## config.mk

```make
export PLATFORM = sky130hd
export DESIGN_NAME = ac_link_cmd_engine
export DESIGN_NICKNAME = d
export VERILOG_FILES = /design/src/rtl/ac_link_pkg.sv /design/src/rtl/ac_link_ctrl.sv /design/src/rtl/ac_link_dp.sv /design/src/rtl/ac_link_cmd_engine.sv
export SDC_FILE = /design/constraint.sdc
export NUM_CORES = 1
export LEC_CHECK = 0
export BUFFER_PORTS_ARGS = -buffer_cell sky130_fd_sc_hd__buf_2
export CORE_ASPECT_RATIO = 1.1
export CORE_UTILIZATION = 48
export CTS_CLUSTER_SIZE = 12
export DETAILED_ROUTE_END_ITERATION = 16
export PLACE_DENSITY = 0.79
export SLEW_MARGIN = 5
export SYNTH_ARGS = -nofsm -noshare
export SYNTH_HDL_FRONTEND = slang
export SYNTH_SLANG_ARGS = --single-unit
```

## constraint.sdc

```tcl
create_clock -name clk -period 1.5 [get_ports clk]
set_input_delay 0.375 -clock clk [delete_from_list [all_inputs] [get_ports clk]]
set_output_delay 0.375 -clock clk [all_outputs]
set_load 0.02 [all_outputs]
```

## src/rtl/ac_link_pkg.sv

```systemverilog
package ac_link_pkg;
  localparam int SLOT_W   = 20;
  localparam int IDX_W    = 7;
  localparam int VAL_W    = 16;
  localparam int ADDR_LSB = 12;
  localparam int DATA_LSB = 4;
  localparam int CODEC_W  = 2;

  typedef struct packed {
    logic loadData;
    logic loadAddr;
    logic send1;
    logic send2;
    logic cap1;
    logic cap2;
    logic frame;
  } linkStb_t;
endpackage

```

## src/rtl/ac_link_ctrl.sv

```systemverilog
module ac_link_ctrl
  import ac_link_pkg::*;
#(
  parameter int RST_CYCLES  = 500,
  parameter int WAKE_FRAMES = 2
) (
  input  logic               clk,
  input  logic               rstN,
  input  logic               hostWrData,
  input  logic               hostWrAddr,
  input  logic               hostRdAck1,
  input  logic               hostRdAck2,
  input  logic               slot1TxEn,
  input  logic               slot2TxEn,
  input  logic [CODEC_W:0]   codecSel,
  input  logic               linkResetReq,
  input  logic               frameStb,
  input  logic               rxTag1,
  input  logic               rxTag2,
  output linkStb_t           stb,
  output logic               txBusy1,
  output logic               txBusy2,
  output logic               rxValid1,
  output logic               rxValid2,
  output logic               linkRstN,
  output logic               linkReady
);
  localparam int CW = $clog2(RST_CYCLES + 1);
  localparam int FW = $clog2(WAKE_FRAMES + 1);
  localparam logic [CW-1:0] RST_LAST  = CW'(RST_CYCLES - 1);
  localparam logic [FW-1:0] WAKE_LAST = FW'(WAKE_FRAMES - 1);

  typedef enum logic [1:0] {PH_HOLD, PH_WAKE, PH_READY} phase_t;
  phase_t phase;
  logic [CW-1:0] holdCnt;
  logic [FW-1:0] wakeCnt;
  logic codecOk;

  assign codecOk   = ~codecSel[CODEC_W];
  assign linkRstN  = (phase != PH_HOLD);
  assign linkReady = (phase == PH_READY);

  always_comb begin
    stb          = '0;
    stb.loadData = hostWrData;
    stb.loadAddr = hostWrAddr;
    stb.frame    = frameStb;
    stb.send1    = frameStb & linkReady & txBusy1 & slot1TxEn & codecOk;
    stb.send2    = stb.send1 & txBusy2 & slot2TxEn;
    stb.cap1     = frameStb & linkReady & rxTag1;
    stb.cap2     = frameStb & linkReady & rxTag2;
  end

  always_ff @(posedge clk) begin
    if (!rstN || linkResetReq) begin
      phase   <= PH_HOLD;
      holdCnt <= '0;
      wakeCnt <= '0;
    end else begin
      case (phase)
        PH_HOLD: begin
          if (holdCnt == RST_LAST) begin
            phase   <= PH_WAKE;
            holdCnt <= '0;
          end else begin
            holdCnt <= holdCnt + 1'b1;
          end
        end
        PH_WAKE: begin
          if (frameStb) begin
            if (wakeCnt == WAKE_LAST) phase <= PH_READY;
            wakeCnt <= wakeCnt + 1'b1;
          end
        end
        default: phase <= PH_READY;
      endcase
    end
  end

  always_ff @(posedge clk) begin
    if (!rstN) begin
      txBusy1  <= 1'b0;
      txBusy2  <= 1'b0;
      rxValid1 <= 1'b0;
      rxValid2 <= 1'b0;
    end else begin
      if (hostWrAddr)     txBusy1 <= 1'b1;
      else if (stb.send1) txBusy1 <= 1'b0;
      if (hostWrData)     txBusy2 <= 1'b1;
      else if (stb.send2) txBusy2 <= 1'b0;
      if (stb.cap1)       rxValid1 <= 1'b1;
      else if (hostRdAck1) rxValid1 <= 1'b0;
      if (stb.cap2)       rxValid2 <= 1'b1;
      else if (hostRdAck2) rxValid2 <= 1'b0;
    end
  end
endmodule

```

## src/rtl/ac_link_dp.sv

```systemverilog
module ac_link_dp
  import ac_link_pkg::*;
(
  input  logic               clk,
  input  logic               rstN,
  input  linkStb_t           stb,
  input  logic               hostRead,
  input  logic [IDX_W-1:0]   hostIdx,
  input  logic [VAL_W-1:0]   hostVal,
  input  logic [CODEC_W:0]   codecSel,
  input  logic [SLOT_W-1:0]  rxSlot1In,
  input  logic [SLOT_W-1:0]  rxSlot2In,
  output logic               txTag1,
  output logic               txTag2,
  output logic [SLOT_W-1:0]  txSlot1,
  output logic [SLOT_W-1:0]  txSlot2,
  output logic [CODEC_W-1:0] txCodec,
  output logic [IDX_W-1:0]   rxIdx,
  output logic [VAL_W-1:0]   rxVal
);
  logic               readReg;
  logic [IDX_W-1:0]   idxReg;
  logic [VAL_W-1:0]   valReg;
  logic [SLOT_W-1:0]  addrWord, dataWord, rxWord1, rxWord2;

  assign addrWord = {readReg, idxReg, {ADDR_LSB{1'b0}}};
  assign dataWord = {valReg, {DATA_LSB{1'b0}}};
  assign rxIdx    = rxWord1[ADDR_LSB +: IDX_W];
  assign rxVal    = rxWord2[DATA_LSB +: VAL_W];

  always_ff @(posedge clk) begin
    if (!rstN) begin
      readReg <= 1'b0;
      idxReg  <= '0;
      valReg  <= '0;
      rxWord1 <= '0;
      rxWord2 <= '0;
      txTag1  <= 1'b0;
      txTag2  <= 1'b0;
      txSlot1 <= '0;
      txSlot2 <= '0;
      txCodec <= '0;
    end else begin
      if (stb.loadAddr) begin
        readReg <= hostRead;
        idxReg  <= hostIdx;
      end
      if (stb.loadData) valReg <= hostVal;
      if (stb.cap1) rxWord1 <= rxSlot1In;
      if (stb.cap2) rxWord2 <= rxSlot2In;
      if (stb.frame) begin
        txTag1  <= stb.send1;
        txTag2  <= stb.send2;
        txSlot1 <= stb.send1 ? addrWord : '0;
        txSlot2 <= stb.send2 ? dataWord : '0;
        if (stb.send1) txCodec <= codecSel[CODEC_W-1:0];
      end
    end
  end
endmodule

```

## src/rtl/ac_link_cmd_engine.sv

```systemverilog
module ac_link_cmd_engine
  import ac_link_pkg::*;
#(
  parameter int RST_CYCLES  = 500,
  parameter int WAKE_FRAMES = 2
) (
  input  logic               clk,
  input  logic               rstN,
  input  logic               hostWrData,
  input  logic               hostWrAddr,
  input  logic               hostRead,
  input  logic [IDX_W-1:0]   hostIdx,
  input  logic [VAL_W-1:0]   hostVal,
  input  logic               hostRdAck1,
  input  logic               hostRdAck2,
  input  logic               slot1TxEn,
  input  logic               slot2TxEn,
  input  logic [CODEC_W:0]   codecSel,
  input  logic               linkResetReq,
  output logic               txBusy1,
  output logic               txBusy2,
  output logic               rxValid1,
  output logic               rxValid2,
  output logic [IDX_W-1:0]   rxIdx,
  output logic [VAL_W-1:0]   rxVal,
  output logic               linkRstN,
  output logic               linkReady,
  input  logic               frameStb,
  output logic               txTag1,
  output logic               txTag2,
  output logic [SLOT_W-1:0]  txSlot1,
  output logic [SLOT_W-1:0]  txSlot2,
  output logic [CODEC_W-1:0] txCodec,
  input  logic               rxTag1,
  input  logic               rxTag2,
  input  logic [SLOT_W-1:0]  rxSlot1In,
  input  logic [SLOT_W-1:0]  rxSlot2In
);
  linkStb_t stb;

  ac_link_ctrl #(.RST_CYCLES(RST_CYCLES), .WAKE_FRAMES(WAKE_FRAMES)) u_ctrl (
    .clk(clk), .rstN(rstN), .hostWrData(hostWrData), .hostWrAddr(hostWrAddr),
    .hostRdAck1(hostRdAck1), .hostRdAck2(hostRdAck2),
    .slot1TxEn(slot1TxEn), .slot2TxEn(slot2TxEn), .codecSel(codecSel),
    .linkResetReq(linkResetReq), .frameStb(frameStb),
    .rxTag1(rxTag1), .rxTag2(rxTag2), .stb(stb),
    .txBusy1(txBusy1), .txBusy2(txBusy2), .rxValid1(rxValid1), .rxValid2(rxValid2),
    .linkRstN(linkRstN), .linkReady(linkReady)
  );

  ac_link_dp u_dp (
    .clk(clk), .rstN(rstN), .stb(stb), .hostRead(hostRead), .hostIdx(hostIdx),
    .hostVal(hostVal), .codecSel(codecSel), .rxSlot1In(rxSlot1In),
    .rxSlot2In(rxSlot2In), .txTag1(txTag1), .txTag2(txTag2),
    .txSlot1(txSlot1), .txSlot2(txSlot2), .txCodec(txCodec),
    .rxIdx(rxIdx), .rxVal(rxVal)
  );
endmodule

```

# Yosys cells after proc, flatten, opt, wreduce, memory -nomap -nowiden
# Index checks and enable logic that the tools add are counted.
word_totals:
  memories: 0
  rom_bits: 0
  word_cells: 61
  reg_bits: 124
  out_inout_bits: 73
  ramBits: 0
  latchBits: 0
classes:
  reduce_logical: 11
  addsub: 2
  bitwise_logic: 9
  n_lt_le_gt_ge: 0
  n_shift: 0
  n_eq_ne: 7
  div: 0
  n_mux: 15
  n_mul: 0
ops:
  columns: ["cell", "count"]
  rows:
  - ["20-bit 2-to-1 mux", 2]
  - ["2-bit nonzero test", 5]
  - ["9-bit by 1-bit adder with 9-bit output (second input constant)", 1]
  - ["9-bit == test (second input constant)", 1]
  - ["9-bit 2-to-1 mux", 1]
  - ["1-bit AND", 8]
  - ["1-bit 2-to-1 mux", 8]
  - ["2-bit 2-to-1 mux", 3]
  - ["2-bit by 1-bit == test with 1-bit output (second input constant)", 2]
  - ["2-bit by 1-bit != test with 1-bit output (second input constant)", 2]
  - ["2-bit case mux with 2 select lines", 1]
  - ["2-bit AND reduction", 2]
  - ["3-bit AND reduction", 1]
  - ["2-bit by 1-bit adder with 2-bit output (second input constant)", 1]
  - ["2-bit == test (second input constant)", 1]
  - ["2-bit logical NOT", 1]
  - ["2-bit != test (second input constant)", 1]
  - ["1-bit logical NOT", 1]
  - ["1-bit logical OR", 1]
  - ["1-bit inverter", 1]

# Longest topological paths before layout
# Gate-level depths: netlist (run 1).
depth:
  ltp_word: 9
  depth_mapped: 7

# By module
# Synthesis (run 1) repeated with hierarchy kept, for this count alone.
hier_totals:
  cells_unflattened: 394
  area_unflattened_um2: 3926.3
modules_own_cells:
  columns: ["module", "seq_area_each_um2", "area_per_inst_um2", "instances", "cells_each"]
  rows:
  - ["ac_link_dp", 1501.4, 3051.7, 1, 295]
  - ["ac_link_ctrl", 340.3, 874.6, 1, 99]

# Worst setup path before layout (run 1)
# Ideal clock, no wire load.
synth_timing:
  path_type: "reg-to-reg"
  start: "register u_ctrl.txBusy1"
  end: "register u_dp.txSlot2[14]"
  required_time_ps: 1435
  synth_period_minus_slack_ps: 1445
  stages_incl_launch_ff: 6
  t_arrival_ps: 1380
  setup_slack_ps: 55
  path_cell_list: "dfxtp_1 nand2_1 nor4_4 buf_6 a21oi_2 nor2b_1"
synth_between:
  elab_chain_len: 6
synth_lines:
  columns: ["element", "line_no", "rtl"]
  rows:
  - ["start, declared", "ac_link_ctrl.sv:21", "output logic txBusy1,"]
  - ["start signal, assigned", "ac_link_ctrl.sv:82", "txBusy1 <= 1'b0;"]
  - ["start signal, assigned", "ac_link_ctrl.sv:87", "if (hostWrAddr) txBusy1 <= 1'b1;"]
  - ["start signal, assigned", "ac_link_ctrl.sv:88", "else if (stb.send1) txBusy1 <= 1'b0;"]
  - ["1-bit AND (3 in a row)", "ac_link_ctrl.sv:48", "stb.send1 = frameStb & linkReady & txBusy1 & slot1TxEn & codecOk;"]
  - ["1-bit AND (2 in a row)", "ac_link_ctrl.sv:49", "stb.send2 = stb.send1 & txBusy2 & slot2TxEn;"]
  - ["20-bit 2-to-1 mux", "ac_link_dp.sv:55", "txSlot2 <= stb.send2 ? dataWord : '0;"]
  - ["end signal, assigned", "ac_link_dp.sv:55", null]
  - ["end, declared", "ac_link_dp.sv:16", "output logic [SLOT_W-1:0] txSlot2,"]
# Every way passes these cells.
# A chain may end at the register's enable or synchronous reset.

# Worst setup path after layout (run 1)
layout_timing:
  start: "register u_ctrl.phase[1]"
  end: "register u_ctrl.holdCnt[6]"
layout_between:
  elab_chain_len: 1
layout_lines:
  columns: ["element", "line_no", "rtl"]
  rows:
  - ["start, declared", "ac_link_ctrl.sv:34", "phase_t phase;"]
  - ["start signal, assigned", "ac_link_ctrl.sv:56", "phase <= PH_HOLD;"]
  - ["start signal, assigned", "ac_link_ctrl.sv:63", "phase <= PH_WAKE;"]
  - ["start signal, assigned", "ac_link_ctrl.sv:71", "if (wakeCnt == WAKE_LAST) phase <= PH_READY;"]
  - ["2-bit logical NOT", "ac_link_ctrl.sv:60", "case (phase)"]
  - ["end signal, assigned", "ac_link_ctrl.sv:66", "holdCnt <= holdCnt + 1'b1;"]
  - ["end, declared", "ac_link_ctrl.sv:35", "logic [CW-1:0] holdCnt;"]
# Every way passes these cells.

==> results of run 1 <==
## per-stage QoR
stage / TNS [ns] / setup WS (ns) / utilization, % / total power [mW] / area, µm²
2_1_floorplan: 0 / 0.0552 / - / 2.78 / 3840
3_3_place_gp: 0 / 0.0337 / 60.3 / 2.88 / 4560
3_5_place_dp: -0.0129 / -0.0115 / 60.3 / 2.89 / 4560
4_1_cts: 0 / 0.0372 / 63.6 / 4.42 / 4800
5_1_grt: 0 / 0.00222 / 64.4 / 4.58 / 4870
6_report: 0 / 0.0386 / 64.4 / 4.38 / 4870
## timing repair
item,in CTS,in global routing
pin swaps,1,3
endpoints found under the setup margin,2,14
setup buffers,6,2
resized for setup,12,11
## state kept, by name (all words and copies together), names as in the netlist
name             cells
u_ctrl.rxValid1      1
u_ctrl.rxValid2      1
u_ctrl.txBusy2       1
u_ctrl.holdCnt       9
u_dp.rxWord2        16
u_dp.txTag1          1
u_ctrl.txBusy1       1
u_dp.rxWord1         7
u_dp.txCodec         2
u_dp.readReg         1
u_ctrl.wakeCnt       2
u_dp.idxReg          7
u_dp.txSlot1         8
u_dp.valReg         16
u_dp.txTag2          1
u_dp.txSlot2        16
u_ctrl.phase         2
## per-layer routing
metal	routed length (µm)	share of wire, %
met4	110	1.3
met2	4230	51
met3	517	6.2
met1	3490	42
met5	0	0
## worst max-delay path, delay by kind of cell (launching register included)
family                 cells  cell delay [ns]
AND/OR/NAND/NOR            2             0.64
flip-flops                 1             0.37
buffers and inverters      2             0.20
AO/OA/AOI/OAI              1             0.18
## power breakdown
| part | switching (mW) | internal [mW] |
|---|---|---|
| clock network | 0.888 | 0.662 |
| logic | 0.164 | 0.155 |
| registers | 0.0287 | 2.48 |
| total | 1.08 | 3.30 |
## worst max-delay path by stage
stage                            from                 to  slack (ns)  cells past startpoint
CTS                 u_ctrl.holdCnt[1]  u_ctrl.holdCnt[6]        0.04                      4
detailed placement        codecSel[2]    u_dp.txSlot2[9]       -0.01                      6
global route          u_ctrl.phase[1]  u_ctrl.holdCnt[6]       0.002                      5
floorplan              u_ctrl.txBusy1   u_dp.txSlot2[14]        0.06                      5
global placement          codecSel[2]   u_dp.txSlot2[19]        0.03                      6
finish                u_ctrl.phase[1]  u_ctrl.holdCnt[6]        0.04                      5
## cells in the final DEF, fill, tap and decap left out, types with 4 or more instances in the layout
master and instances:
a21oi_2 10, clkbuf_8 10, a31oi_1 4, nor2_1 10, nand2b_1 4, a21boi_0 23, nor2b_1 78, dfxtp_1 88
a21oi_1 17, nand2_1 54, conb_1 16, nand3_1 5, buf_2 116, nand4_1 4, mux2i_1 27, buf_4 19
o21a_1 4, buf_6 5, buf_12 5
## layout make-up
type                    instances  area, µm²
well taps                     105        131
clock inverters                 6       47.5
clock buffers                  10        138
multi-input cells             282       1800
inverters                       3       16.3
fillers                       650       2690
flip-flops and latches         92       1850
repair buffers                145        880
## kinds of logic after synthesis
group                      Yosys count  synth area share (%)
adders and majority gates            2                 0.662
AOI/OAI and AO/OA                   68                  12.7
xor gates and xnor gates             2                 0.464
DFF                                 92                  48.7
buffers and inverters               41                  6.12
and+or+nand+nor                    167                  24.1
other                                1                0.0992
muxes                               27                  7.15
==> impl_metrics.yaml, run 1 <==
global_route:
  busiest_layer: "met2"
  globalRouteMet1Util_pct: 23.3
  grtUsageMet3_pct: 5.19
  use_met2_pct: 37.8
  grt_start_max_net_pins: 32
  grtUsageTotal_pct: 20.8
  number_of_global_route_vias_before_repair: 2951
  grt_first_pass_wirelength_um: 13100
  initial_antenna_violation_count: 0
  overflow_left_after_global_routing: 0
sta:
  hold_violations: 0
  min_period_over_period_pct: 97.4
  finalHoldWorstSlack_ns: 0.249
  worstMarginPinSlew_ns: 0.502
  fmax_mhz: 684
  final_max_slew_viol_count: 0
  report.final.setup_viol: 0
  worst_slew_slack_as_a_fraction_of_its_limit_pct: 66.6
  fin_skew_ns: 0.0105
  fin_crit_ns: 1.46
  unrepaired_setup_endpoints_after_global_routing: "no"
route:
  number_of_violations_reported_at_the_end_of_detailed_routing_iteration_0: 107
  via_per_inst: 4.88
  1st_pass_router_iterations: 4
  post_route_drc: 0
  drt_wl_total_um: 8360
  final_routed_wire_length_divided_by_cell_count_um: 13.0
  final_antenna_net_count: 0
  route.vias.total: 3141
synth:
  synth_enable_flop_cells: 0
  leading_cell_type_by_number_of_instances_after_synthesis: "dfxtp_1"
  synthesis.area_um2: 3780
  synth.yosys.seq_area_share_pct: 48.7
  ys_top_cells_by_count: "dfxtp_1 (92), nor2b_1 (78), nand2_1 (54)"
  yosys_warnings: 0
  top_ff_cell_synth: "dfxtp_1"
  netlist.top_cell.by_area: "dfxtp_1"
  synth_cells: 400
  post_synth.cell_area_avg_um2: 9.45
  synthDistinctLibCells: 39
  proportion_of_netlist_area_held_by_the_largest_area_contributor_pct: 48.7
  synthTopCellsByArea: "dfxtp_1 (49%), nor2b_1 (13%), mux2i_1 (7.1%)"
  synthArstFlopShare_pct: 0
  postSynthRegisterBits: 92
placement:
  place.port_buffers: 118
  place_congestion: 0.824
  place_hpwl_um: 6010
  post-place-cells: 621
layout:
  final_cell_count_no_fill: 643
  layout-drive-gt1-share_pct: 34.2
  finish.net_count: 614
  num_antenna_cells: 0
  layout_area_overhead_pct: 28.7
setup_path:
  worst-r2r-setup-slack_ns: 0.04
  cp_data_required_time_ns: 1.77
  crit_path_start_kind: "flop"
  reg2reg_to: "u_ctrl.holdCnt[6]"
  worst-r2r-cell-count: 5
  criticalPathCategory: "reg2reg"
  crit_arrival_ns: 1.74
  timing.critical_path.cells: "nor2_4 -> inv_4 -> buf_6 -> or4_4 -> a31oi_1"
  worst_path_max_delay_cell: "or4_4"
  worst-path-max-fanout: 4
  critPathCaptureType: "flop"
  worst_r2r_startpoint: "u_ctrl.phase[1]"
  timing.critical_path.slowest_cell_delay_ns: 0.50
flow_run:
  cap_violations: 0
outcome:
  outcome: "completed"
power_and_ir_drop:
  max-vdd-ir-drop_uv: 590
  leakagePower_nw: 2.11
  power_density_nw_per_um2: 900
clocking:
  cts.path.max_buffers: 2
  ctsHtreeMaxLevel: 3
  clk_root_buffer_cell: "clkbuf_8"
  post_cts_hold_buffer_count: 0
  cts-buffers-inserted: 9
  tritoncts_num_sinks: 92
  clk_transition_reported_paths_ns: 0.10
  insertion_delay_ns: 0.36
  clock_tree_from_tritoncts: "built"
floorplanning:
  placement_rows: 33
  start_util_pct: 50.0
  num_io_pins: 152
  design.die.area_um2: 8230
  vertical_extent_of_the_die_um: 95.1
  die_w_um: 86.6
  floorplan_core_area_um2: 7560
worst_hold_path:
  worst_hold_path_class: "in2reg"
  worst_hold_startpoint: "rxSlot2In[12]"
  hold_depth: 3
  whs_endpoint: "u_dp.rxWord2[12]"
(Power assumes the default switching activity.)
==> inputs of run 2 (changes only) <==
--- a/config.mk
+++ b/config.mk
@@ -11,6 +11,7 @@
 export CTS_CLUSTER_SIZE = 12
 export DETAILED_ROUTE_END_ITERATION = 16
 export PLACE_DENSITY = 0.79
+export RECOVER_POWER = 100
 export SLEW_MARGIN = 5
 export SYNTH_ARGS = -nofsm -noshare
 export SYNTH_HDL_FRONTEND = slang
==> run 2 against run 1 <==
Compared with the run above: combinational power barely moved; critical endpoint unchanged; clock power barely moved; die area did not move; critical path type unchanged; sequential power barely moved; first-iteration DRC count rose by 13%; flip-flop and latch count did not move; maximum frequency fell by 1.9%; sequential share of layout area rose by 0.73 points; non-clock buffer count did not move; clock skew fell by 0.0039 ns; highest routed layer unchanged; register-to-register slack got worse by 0.03 ns; wire length rose by 1.4%.
==> impl_metrics.yaml, run 2 (synthesis gave the netlist of run 1 again) <==
outcome:
  outcome: "completed"
route:
  drt_wl_total_um: 8470
  1st_pass_router_iterations: 4
  final_antenna_net_count: 0
  post_route_drc: 0
  number_of_violations_reported_at_the_end_of_detailed_routing_iteration_0: 121
  route.vias.total: 3141
  via_per_inst: 4.88
  final_routed_wire_length_divided_by_cell_count_um: 13.2
sta:
  fmax_mhz: 671
  worstMarginPinSlew_ns: 1.01
  final_max_slew_viol_count: 0
  fin_crit_ns: 1.49
  setup-tns-final_ns: 0
  fin_skew_ns: 0.00660
  unrepaired_setup_endpoints_after_global_routing: "no"
  min_period_over_period_pct: 99.3
  hold_violations: 0
  finalHoldWorstSlack_ns: 0.254
  report.final.setup_viol: 0
  worst_slew_slack_as_a_fraction_of_its_limit_pct: 33.0
layout:
  final_cell_count_no_fill: 643
  filler_cell_count: 690
  reg_top3: "u_dp.rxWord2 (16), u_dp.txSlot2 (16), u_dp.valReg (16)"
  most-common-layout-cells: "dfxtp_1 (88), nor2b_1 (78), buf_2 (60), clkbuf_1 (59), nand2_1 (54)"
  layout_area_overhead_pct: 26.3
  layout_commonest_cell: "dfxtp_1"
  finish.net_count: 614
  num_antenna_cells: 0
  layout-drive-gt1-share_pct: 22.9
global_route:
  initial_antenna_violation_count: 0
  overflow_left_after_global_routing: 0
  number_of_global_route_vias_before_repair: 2951
  grt_start_max_net_pins: 32
  grt_first_pass_wirelength_um: 13100
  grtUsageTotal_pct: 20.8
floorplanning:
  design.die.area_um2: 8230
  num_io_pins: 152
  die_w_um: 86.6
  vertical_extent_of_the_die_um: 95.1
  start_util_pct: 50.0
  floorplan_core_area_um2: 7560
  placement_rows: 33
worst_hold_path:
  worst_hold_path_class: "in2reg"
flow_run:
  cap_violations: 0
power_and_ir_drop:
  power_density_nw_per_um2: 916
  max-vdd-ir-drop_uv: 592
  finalPower_mw: 4.37
  leakagePower_nw: 1.85
setup_path:
  timing.critical_path.slowest_cell_delay_ns: 0.50
  crit_arrival_ns: 1.76
  timing.critical_path.cells: "nor2_4 -> inv_4 -> buf_6 -> or4_4 -> a31oi_1"
  criticalPathCategory: "reg2reg"
  worst-path-max-fanout: 4
  worst_path_max_delay_cell: "or4_4"
  critPathCaptureType: "flop"
  crit_path_start_kind: "flop"
  cp_data_required_time_ns: 1.77
clocking:
  clock_tree_from_tritoncts: "built"
  tritoncts_num_sinks: 92
  cts.path.max_buffers: 2
  insertion_delay_ns: 0.35
  clk_root_buffer_cell: "clkbuf_8"
  cts-buffers-inserted: 9
  clk_transition_reported_paths_ns: 0.09
  ctsHtreeMaxLevel: 3
placement:
  place.port_buffers: 118
  post-place-cells: 621
  place_congestion: 0.824
  place_hpwl_um: 6010
==> run 2: repair_timing <==
item / CTS / global route
pin swaps: 1 / 3
resized for setup: 12 / 11
setup buffers: 6 / 2
setup endpoints to repair: 2 / 14
hold buffers: 0 / 0
==> run 2: power breakdown <==
group          total, mW  internal (mW)  switching [mW]
sequential          2.51           2.48          0.0280
clock               1.55          0.662           0.885
combinational      0.316          0.151           0.164
total               4.37           3.30            1.08
==> run 2: metrics by stage <==
step	cell area, µm²	util (%)	setup WS, ns
floorplan	3840	-	0.0552
global placement	4560	60.3	0.0337
detailed placement	4560	60.3	-0.0115
CTS	4800	63.6	0.0372
global route	4770	63.2	0.00211
finish	4770	63.2	0.0104
==> run 2: layer usage <==
| layer | track usage, % | share of wire, % |
|---|---|---|
| met4 | 8.33 | 1.1 |
| met3 | 5.19 | 5.6 |
| met1 | 23.3 | 43 |
| met2 | 37.8 | 51 |
| met5 | 0 | 0 |
==> run 2: worst max-delay path, delay by kind of cell, from the launching register on <==
family / cells / cell delay [ns]
and+or+nand+nor: 2 / 0.64
buffers and inverters: 2 / 0.19
DFF: 1 / 0.37
AOI/OAI and AO/OA: 1 / 0.20
==> run 2: path summary, 6_finish.rpt <==
path                                       start           endpoint  slack, ns  cells after the start
worst max-delay path             u_ctrl.phase[1]  u_ctrl.holdCnt[6]       0.01                      5
worst min-delay path               rxSlot2In[13]   u_dp.rxWord2[13]       0.25                      3
worst max register to register   u_ctrl.phase[1]  u_ctrl.holdCnt[6]       0.01                      5
worst min register to register  u_dp.rxWord2[13]   u_dp.rxWord2[13]       0.47                      2
==> run 2: final cells by class <==
cell class                      count  area (µm²)  share of cell area (%)
Clock buffer                       10         138                    2.88
Clock inverter                      6        47.5                   0.996
Inverter                            3        16.3                   0.341
Multi-Input combinational cell    282        1790                    37.6
Sequential cell                    92        1850                    38.8
Tap cell                          105         131                    2.75
Timing Repair Buffer              145         796                    16.7
